==> config.mk <==
export PLATFORM = sky130hd
export DESIGN_NAME = dpll_tick_gen
export DESIGN_NICKNAME = d
export VERILOG_FILES = /design/src/rtl/dpll_pkg.sv /design/src/rtl/dpll_ref_edge.sv /design/src/rtl/dpll_delta_acc.sv /design/src/rtl/dpll_tick_count.sv /design/src/rtl/dpll_tick_gen.sv
export SDC_FILE = /design/constraint.sdc
export NUM_CORES = 1
export LEC_CHECK = 0
export BUFFER_PORTS_ARGS = -buffer_cell sky130_fd_sc_hd__buf_2
export CORE_MARGIN = 2
export CORE_UTILIZATION = 57
export CTS_CLUSTER_SIZE = 16
export DETAILED_ROUTE_END_ITERATION = 10
export PLACE_DENSITY = 0.85
export RECOVER_POWER = 25
export SLEW_MARGIN = 20
export SYNTH_ARGS = -nofsm -noshare
export SYNTH_HDL_FRONTEND = slang
export SYNTH_SLANG_ARGS = --single-unit
==> constraint.sdc <==
create_clock -name clk -period 6.7 [get_ports clk]
set_clock_uncertainty 0.15 [all_clocks]
set_input_delay 0 -clock clk [delete_from_list [all_inputs] [get_ports clk]]
set_output_delay 0 -clock clk [all_outputs]
set_load 0.02 [all_outputs]
==> src/rtl/dpll_pkg.sv <==
// Shared definitions for the digital PLL microtick generator.
// Assumes: nothing beyond IEEE 1800-2017 packages.
package dpll_pkg;

    // Default widths of the arithmetic and count paths
    localparam int unsigned DPLL_DW = 16;
    localparam int unsigned DPLL_CW = 8;
    localparam int unsigned DPLL_SYNC = 2;

    // Phase of the delta accumulator: waiting for its first load, or running
    typedef enum logic {
        PH_PRIME = 1'b0,
        PH_RUN   = 1'b1
    } acc_phase_e;

endpackage

==> src/rtl/dpll_ref_edge.sv <==
// Reference input conditioning.
// Brings an asynchronous reference into the clock domain through a chain of
// STAGES flops, then registers a rising-edge detect. The result is a pulse
// one clock wide.
// Assumes: STAGES >= 2; the reference stays high or low for at least two clocks.
module dpll_ref_edge #(
    parameter int unsigned STAGES = dpll_pkg::DPLL_SYNC
) (
    input  logic clk,
    input  logic rst_n,
    input  logic ref_i,
    output logic rise_o
);

    localparam int unsigned LAST = STAGES - 1;

    logic [STAGES-1:0] sync_q;
    logic              prev_q;
    logic              rise_q;

    genvar g;
    generate
        for (g = 0; g < STAGES; g++) begin : g_sync
            if (g == 0) begin : g_first
                // First stage samples the raw reference
                always_ff @(posedge clk) begin
                    if (!rst_n) sync_q[0] <= 1'b0;
                    else        sync_q[0] <= ref_i;
                end
            end else begin : g_next
                // Later stages shift the sample along the chain
                always_ff @(posedge clk) begin
                    if (!rst_n) sync_q[g] <= 1'b0;
                    else        sync_q[g] <= sync_q[g-1];
                end
            end
        end
    endgenerate

    // Registered edge detect on the synchronized level
    always_ff @(posedge clk) begin
        if (!rst_n) begin
            prev_q <= 1'b0;
            rise_q <= 1'b0;
        end else begin
            prev_q <= sync_q[LAST];
            rise_q <= sync_q[LAST] & ~prev_q;
        end
    end

    assign rise_o = rise_q;

endmodule

==> src/rtl/dpll_delta_acc.sv <==
// Signed delta accumulator.
// On the first edge after reset it takes the reload value. From then on it
// adds the step while it is zero or positive and adds the reload while it is
// negative. Its sign bit marks the microtick slots.
// Assumes: step is negative, and the reload is positive and fits DW bits.
module dpll_delta_acc #(
    parameter int unsigned DW = dpll_pkg::DPLL_DW
) (
    input  logic                 clk,
    input  logic                 rst_n,
    input  logic signed [DW-1:0] step_i,
    input  logic signed [DW-1:0] reload_i,
    output logic                 neg_o
);
    import dpll_pkg::*;

    localparam int unsigned SIGN = DW - 1;

    acc_phase_e          phase_q;
    logic signed [DW-1:0] acc_q;
    logic signed [DW-1:0] addend;

    // Choose the addend from the sign of the current value
    always_comb begin
        if (acc_q[SIGN]) addend = reload_i;
        else             addend = step_i;
    end

    // Load once after reset, then accumulate on every clock
    always_ff @(posedge clk) begin
        if (!rst_n) begin
            phase_q <= PH_PRIME;
            acc_q   <= '0;
        end else if (phase_q == PH_PRIME) begin
            phase_q <= PH_RUN;
            acc_q   <= reload_i;
        end else begin
            acc_q   <= acc_q + addend;
        end
    end

    assign neg_o = acc_q[SIGN];

endmodule

==> src/rtl/dpll_tick_count.sv <==
// Microtick countdown and output gating.
// A load pulse sets the count to the programmed pulse number. A negative slot
// with a nonzero count decrements it, and the count never wraps below zero.
// A slot becomes a microtick when the count is nonzero or automatic mode is off.
// Assumes: load is a one-clock pulse; a load in a slot cycle wins over the decrement.
module dpll_tick_count #(
    parameter int unsigned CW = dpll_pkg::DPLL_CW
) (
    input  logic          clk,
    input  logic          rst_n,
    input  logic          load_i,
    input  logic          slot_i,
    input  logic          auto_i,
    input  logic [CW-1:0] pulses_i,
    output logic [CW-1:0] count_o,
    output logic          tick_o,
    output logic          busy_o
);

    logic [CW-1:0] cnt_q;
    logic          nonzero;

    // Detect a count that still owes microticks
    always_comb nonzero = |cnt_q;

    // Load on a reference edge, otherwise count down one per used slot
    always_ff @(posedge clk) begin
        if (!rst_n)                  cnt_q <= '0;
        else if (load_i)             cnt_q <= pulses_i;
        else if (slot_i && nonzero)  cnt_q <= cnt_q - 1'b1;
    end

    // Gate the slot into a microtick
    always_comb tick_o = slot_i & (nonzero | ~auto_i);

    assign count_o = cnt_q;
    assign busy_o  = nonzero;

endmodule

==> src/rtl/dpll_tick_gen.sv <==
// Digital PLL microtick generator, top level.
// Connects reference conditioning, the delta accumulator and the countdown.
// Assumes: software programs step = -pulses and reload = period - pulses.
module dpll_tick_gen #(
    parameter int unsigned DW    = dpll_pkg::DPLL_DW,
    parameter int unsigned CW    = dpll_pkg::DPLL_CW,
    parameter int unsigned SYNC  = dpll_pkg::DPLL_SYNC
) (
    input  logic                 clk,
    input  logic                 rst_n,
    input  logic                 ref_i,
    input  logic                 auto_en_i,
    input  logic [CW-1:0]        pulses_i,
    input  logic signed [DW-1:0] step_i,
    input  logic signed [DW-1:0] reload_i,
    output logic                 tick_o,
    output logic [CW-1:0]        remain_o,
    output logic                 busy_o
);

    logic load_pulse;
    logic slot;

    dpll_ref_edge #(.STAGES(SYNC)) i_edge (
        .clk    (clk),
        .rst_n  (rst_n),
        .ref_i  (ref_i),
        .rise_o (load_pulse)
    );

    dpll_delta_acc #(.DW(DW)) i_acc (
        .clk      (clk),
        .rst_n    (rst_n),
        .step_i   (step_i),
        .reload_i (reload_i),
        .neg_o    (slot)
    );

    dpll_tick_count #(.CW(CW)) i_cnt (
        .clk      (clk),
        .rst_n    (rst_n),
        .load_i   (load_pulse),
        .slot_i   (slot),
        .auto_i   (auto_en_i),
        .pulses_i (pulses_i),
        .count_o  (remain_o),
        .tick_o   (tick_o),
        .busy_o   (busy_o)
    );

endmodule

### After elaboration in Yosys (flattened, before gate mapping)

Index checks and enable logic that the tools add are counted.
Widths: inputs -> output; s select.

* register bits after elaboration: 29
* input bits: 44
* word-level logic and storage cells: 22

* add/subtract/negate cells: 2
* multiplexer cells: 5
* bitwise gates (word level): 5
* reduce and logical (&&, ||, !) cells: 3

Operators with widths (count)
* $mux 16: 2
* $add 16x16->16: 1
* $mux 8: 2
* $reduce_or 8->1: 1
* $sub 8x1->8 const B: 1
* $and 1x1->1: 2
* $not 1->1: 2
* $reduce_bool 2->1: 1
* $logic_and 1x1->1: 1
* $mux 1: 1
* $or 1x1->1: 1

### Logic depth before layout (Yosys ltp)

* depth in word-level cells: 4
* gate-level depth with buffers: 11

### Modules after synthesis

Synthesis repeated with hierarchy kept, for this count alone.

* cells, all modules: 256
* area total of the unflattened synthesis: 2230.9 sq um

Modules (own cells, without submodules)
* dpll_delta_acc: times used 1, cells each 184, area each 1591.5 sq um, seq. area each 340.3 sq um
* dpll_tick_count: times used 1, cells each 64, area each 528.0 sq um, seq. area each 160.2 sq um
* dpll_ref_edge: times used 1, cells each 8, area each 111.4 sq um, seq. area each 80.1 sq um

### Least setup slack after synthesis

No wires, ideal clock.

* path kind: flip-flop to flip-flop
* from: reg i_acc.acc_q[15]
* to: reg i_acc.acc_q[13]
* library setup time: 0.063 ns
* arrival: 3.198 ns
* path slack: 3.289 ns
* stages on the path, launching flop included: 12
* path buffers: 2
* cells stage by stage: dfxtp_1 > buf_1 > buf_1 > mux2i_1 > inv_1 > ha_1 > a211o_1 > a211oi_2 > nor2_1 > or4_4 > a2111oi_2 > nand3b_1

* longest elaborated chain between the ends: 3

Ends and longest elaborated chain
* start, declared: line dpll_delta_acc.sv:20 `logic signed [DW-1:0] acc_q;`
* start signal, assigned: line dpll_delta_acc.sv:36 `acc_q <= reload_i;`
* start signal, assigned: line dpll_delta_acc.sv:38 `acc_q <= acc_q + addend;`
* $mux 16: line dpll_delta_acc.sv:25 `if (acc_q[SIGN]) addend = reload_i;`
* $add 16x16->16: line dpll_delta_acc.sv:38
* $mux 16: line dpll_delta_acc.sv:34 `end else if (phase_q == PH_PRIME) begin`

Every way passes these cells.
A chain may end at the register's enable or synchronous reset.

### Worst setup path in the final report

Ends and elaborated chain as after synthesis.

==> impl_metrics.env <==
export IMPL_synth_async_sr_flop_share_pct=0
export IMPL_arrival_ns=3.55
export IMPL_synth_seq_cells=29
export IMPL_synth_top_cells_by_area="dfxtp_1, ha_1, mux2_2"
export IMPL_timing_hold_worst_path_depth=6
export IMPL_maxSlewViolCount=0
export IMPL_ys_seq_area_share_pct=27.2
export IMPL_grt_remaining_overflow=0
export IMPL_drt_wl_total_um=5430
export IMPL_place_worst_setup_slack_ns=3.23
export IMPL_post_synth_top_count_cell="dfxtp_1"
export IMPL_cp_slowest_cell="dfxtp_1"
export IMPL_grt_setup_unrepaired="no"
export IMPL_max_clock_freq_ghz=0.288
export IMPL_drt_pass1_iter_count=4
export IMPL_tritoncts_num_buffers=5
export IMPL_antenna_violations_before_repair=0
export IMPL_detailroute_via_count=2157
export IMPL_postLayoutCoreUtil_pct=75.9
export IMPL_tightestPinTransition_ns=0.955
export IMPL_status="finished, final reports clean"
export IMPL_synth_edff_count=0
export IMPL_timing_critical_path_fanout_max=22
export IMPL_io_pins=54
export IMPL_drt_vias_per_instance=5.65
export IMPL_first_global_vias=2104
export IMPL_num_antenna_cells=0
export IMPL_post_route_cell_area_um2=2760
export IMPL_timing_worst_setup_path_type="reg -> reg"
export IMPL_clk_pin_slew_ns=0.07
export IMPL_tritoncts="built"
export IMPL_postSynthNetCount=317
export IMPL_fin_setup_tns_ns=0
export IMPL_power_density_cells_nw_per_um2=330
export IMPL_post_route_drc_count=0
export IMPL_cp_start_kind="register"
export IMPL_finalNetCount=394
export IMPL_port_buffers=53
export IMPL_synth_largest_area_cell="dfxtp_1"
export IMPL_routed_wire_length_per_instance_um=14.2
export IMPL_floorplan_die_width_um=65.2
export IMPL_yosysWarningCount=0
export IMPL_max_cap_violations=0
export IMPL_largest_net_degree_at_the_start_of_global_routing=23
export IMPL_r2r_worst_path_cells=9
export IMPL_final_period_utilization_pct=51.8
export IMPL_start_util_pct=58.7
export IMPL_placed_wire_length_estimate_after_detailed_placement_um=3620
export IMPL_syn_cell_area_um2=2130
export IMPL_route_antenna_remaining_nets=0
export IMPL_timing_critical_path_required_ns=6.78
export IMPL_slew_headroom_pct=36.3
export IMPL_insertion_delay_ns=0.29
export IMPL_cts_root_buf="clkbuf_8"
export IMPL_worst_ir_drop_vdd_uv=146
export IMPL_netlist_top_cells_count="dfxtp_1, nor2_1, a21oi_1, o21ai_0, ha_1"
export IMPL_floorplan_rows=22
export IMPL_rrSetupSlack_ns=3.23
export IMPL_cts_sink_count=29
export IMPL_grt_use_total_pct=27.4
export IMPL_placed_cell_area_um2=2420
export IMPL_cts_max_path_buffers=2
export IMPL_count_of_final_setup_violators=0
export IMPL_period_needed_ns=3.47
export IMPL_syn_mean_instance_area_um2=8.33
export IMPL_netlist_instances=256
export IMPL_ordered_cell_list_for_the_critical_path="mux2i_1, inv_1, ha_1, a211o_1, a211oi_2, nor2_1, or4_4, a2111oi_2, nand3b_1"
export IMPL_gp_routability_congestion=0.893
export IMPL_holdCritPathClass="in -> reg"
export IMPL_design_core_area_um2=3630
export IMPL_dieHeight_um=65.2
export IMPL_crit_path_largest_cell_delay_ns=0.92
export IMPL_end_kind="register"
export IMPL_htreeDepth=2
export IMPL_fill_cells=279
export IMPL_grt_first_pass_wirelength_um=9020
export IMPL_synthDominantCellAreaShare_pct=27.2
export IMPL_flow_area_growth_from_synthesis_pct=29.4
export IMPL_postSynth_topFlopCell="dfxtp_1"
export IMPL_die_area_um2=4250
export IMPL_finalHoldViolations=0
export IMPL_drive_gt1_share_pct=22.5
export IMPL_drt_first_iter_violations=138
export IMPL_total_leakage_power_nw=1.28
export IMPL_synth_cell_types=48
export IMPL_timing_final_ws_setup_ns=3.23
## worst max-delay path, delay by kind of cell (launching register included)
family	cells	cell delay [ns]
adders and majority gates	1	0.29
muxes	1	0.36
AOI/OAI and AO/OA	3	0.89
and+or+nand+nor	3	0.75
buffers and inverters	1	0.08
DFF	1	0.92
## cells in the final DEF, fill, tap and decap left out, types with 12 or more instances in the layout
cell type and count:
buf_2 47, dfxtp_1 29, dlygate4sd3_1 26, nor2_1 24
a21oi_1 20, o21ai_0 17, ha_1 16, mux2_2 14
inv_1 13, nand2_1 13, mux2i_1 12
## registers in the layout, summed over array words and instances (netlist names)
name           flops
i_edge.sync_q      2
i_acc.acc_q       16
i_cnt.count_o      8
i_edge.prev_q      1
i_edge.rise_o      1
i_acc.phase_q      1
## where the power goes
part	leakage (nW)	internal [mW]	switching [mW]	total (mW)
registers	0.240	0.214	0.0443	0.259
logic	0.992	0.231	0.277	0.508
clock network	0.0450	0.0718	0.0718	0.144
## logic make-up (layout without fill, tap and decap cells)
family / after synthesis / count (layout) / synth area share (%)
AND/OR/NAND/NOR: 81 / 81 / 19.5
AO/OA/AOI/OAI: 69 / 69 / 21.4
flip-flops: 29 / 29 / 27.2
multiplexers: 26 / 26 / 13.0
buffers and inverters: 23 / 101 / 4.05
adder cells (fa/ha/maj): 17 / 17 / 10.3
XOR/XNOR: 11 / 11 / 4.52
## area by class of cell
class                           count  area (µm²)  share of cell area, %
Timing Repair Buffer               79         518                   18.8
Tap cell                           48        60.1                   2.18
Multi-Input combinational cell    204        1470                   53.1
Inverter                           14        52.6                   1.90
Sequential cell                    29         581                   21.0
Clock buffer                        6        72.6                   2.63
Clock inverter                      2        10.0                  0.363
## per-stage QoR
step / hold slack [ns] / power [mW] / instances
2_1_floorplan: -0.122 / 0.636 / 256
3_3_place_gp: 0.0618 / 0.739 / 348
3_5_place_dp: 0.0730 / 0.749 / 348
4_1_cts: 0.00700 / 0.907 / 382
5_1_grt: 0.0326 / 0.983 / 382
6_report: 0.0142 / 0.910 / 382
## worst paths after layout
| check | startpoint | endpoint |
|---|---|---|
| setup / recovery | i_acc.acc_q[15] | i_acc.acc_q[13] |
| setup reg to reg | i_acc.acc_q[15] | i_acc.acc_q[13] |
| hold reg to reg | i_edge.prev_q | i_edge.rise_o |
| hold / removal | step_i[15] | i_acc.acc_q[15] |
## routing by layer
layer  vias to the layer above  track usage [%]  wire length, µm
met5                         -                0                0
met4                         0             11.2               89
met3                        10             5.48              286
li1                       1083                -                -
met1                       994             32.3             2400
met2                        70             48.2             2660
## timing repair
item                                   CTS  global route
hold buffers                            26             0
gates resized for setup                  0             0
endpoints found under the hold margin   26             0
buffers inserted                         0             0
Power figures use the tool's default switching activity.
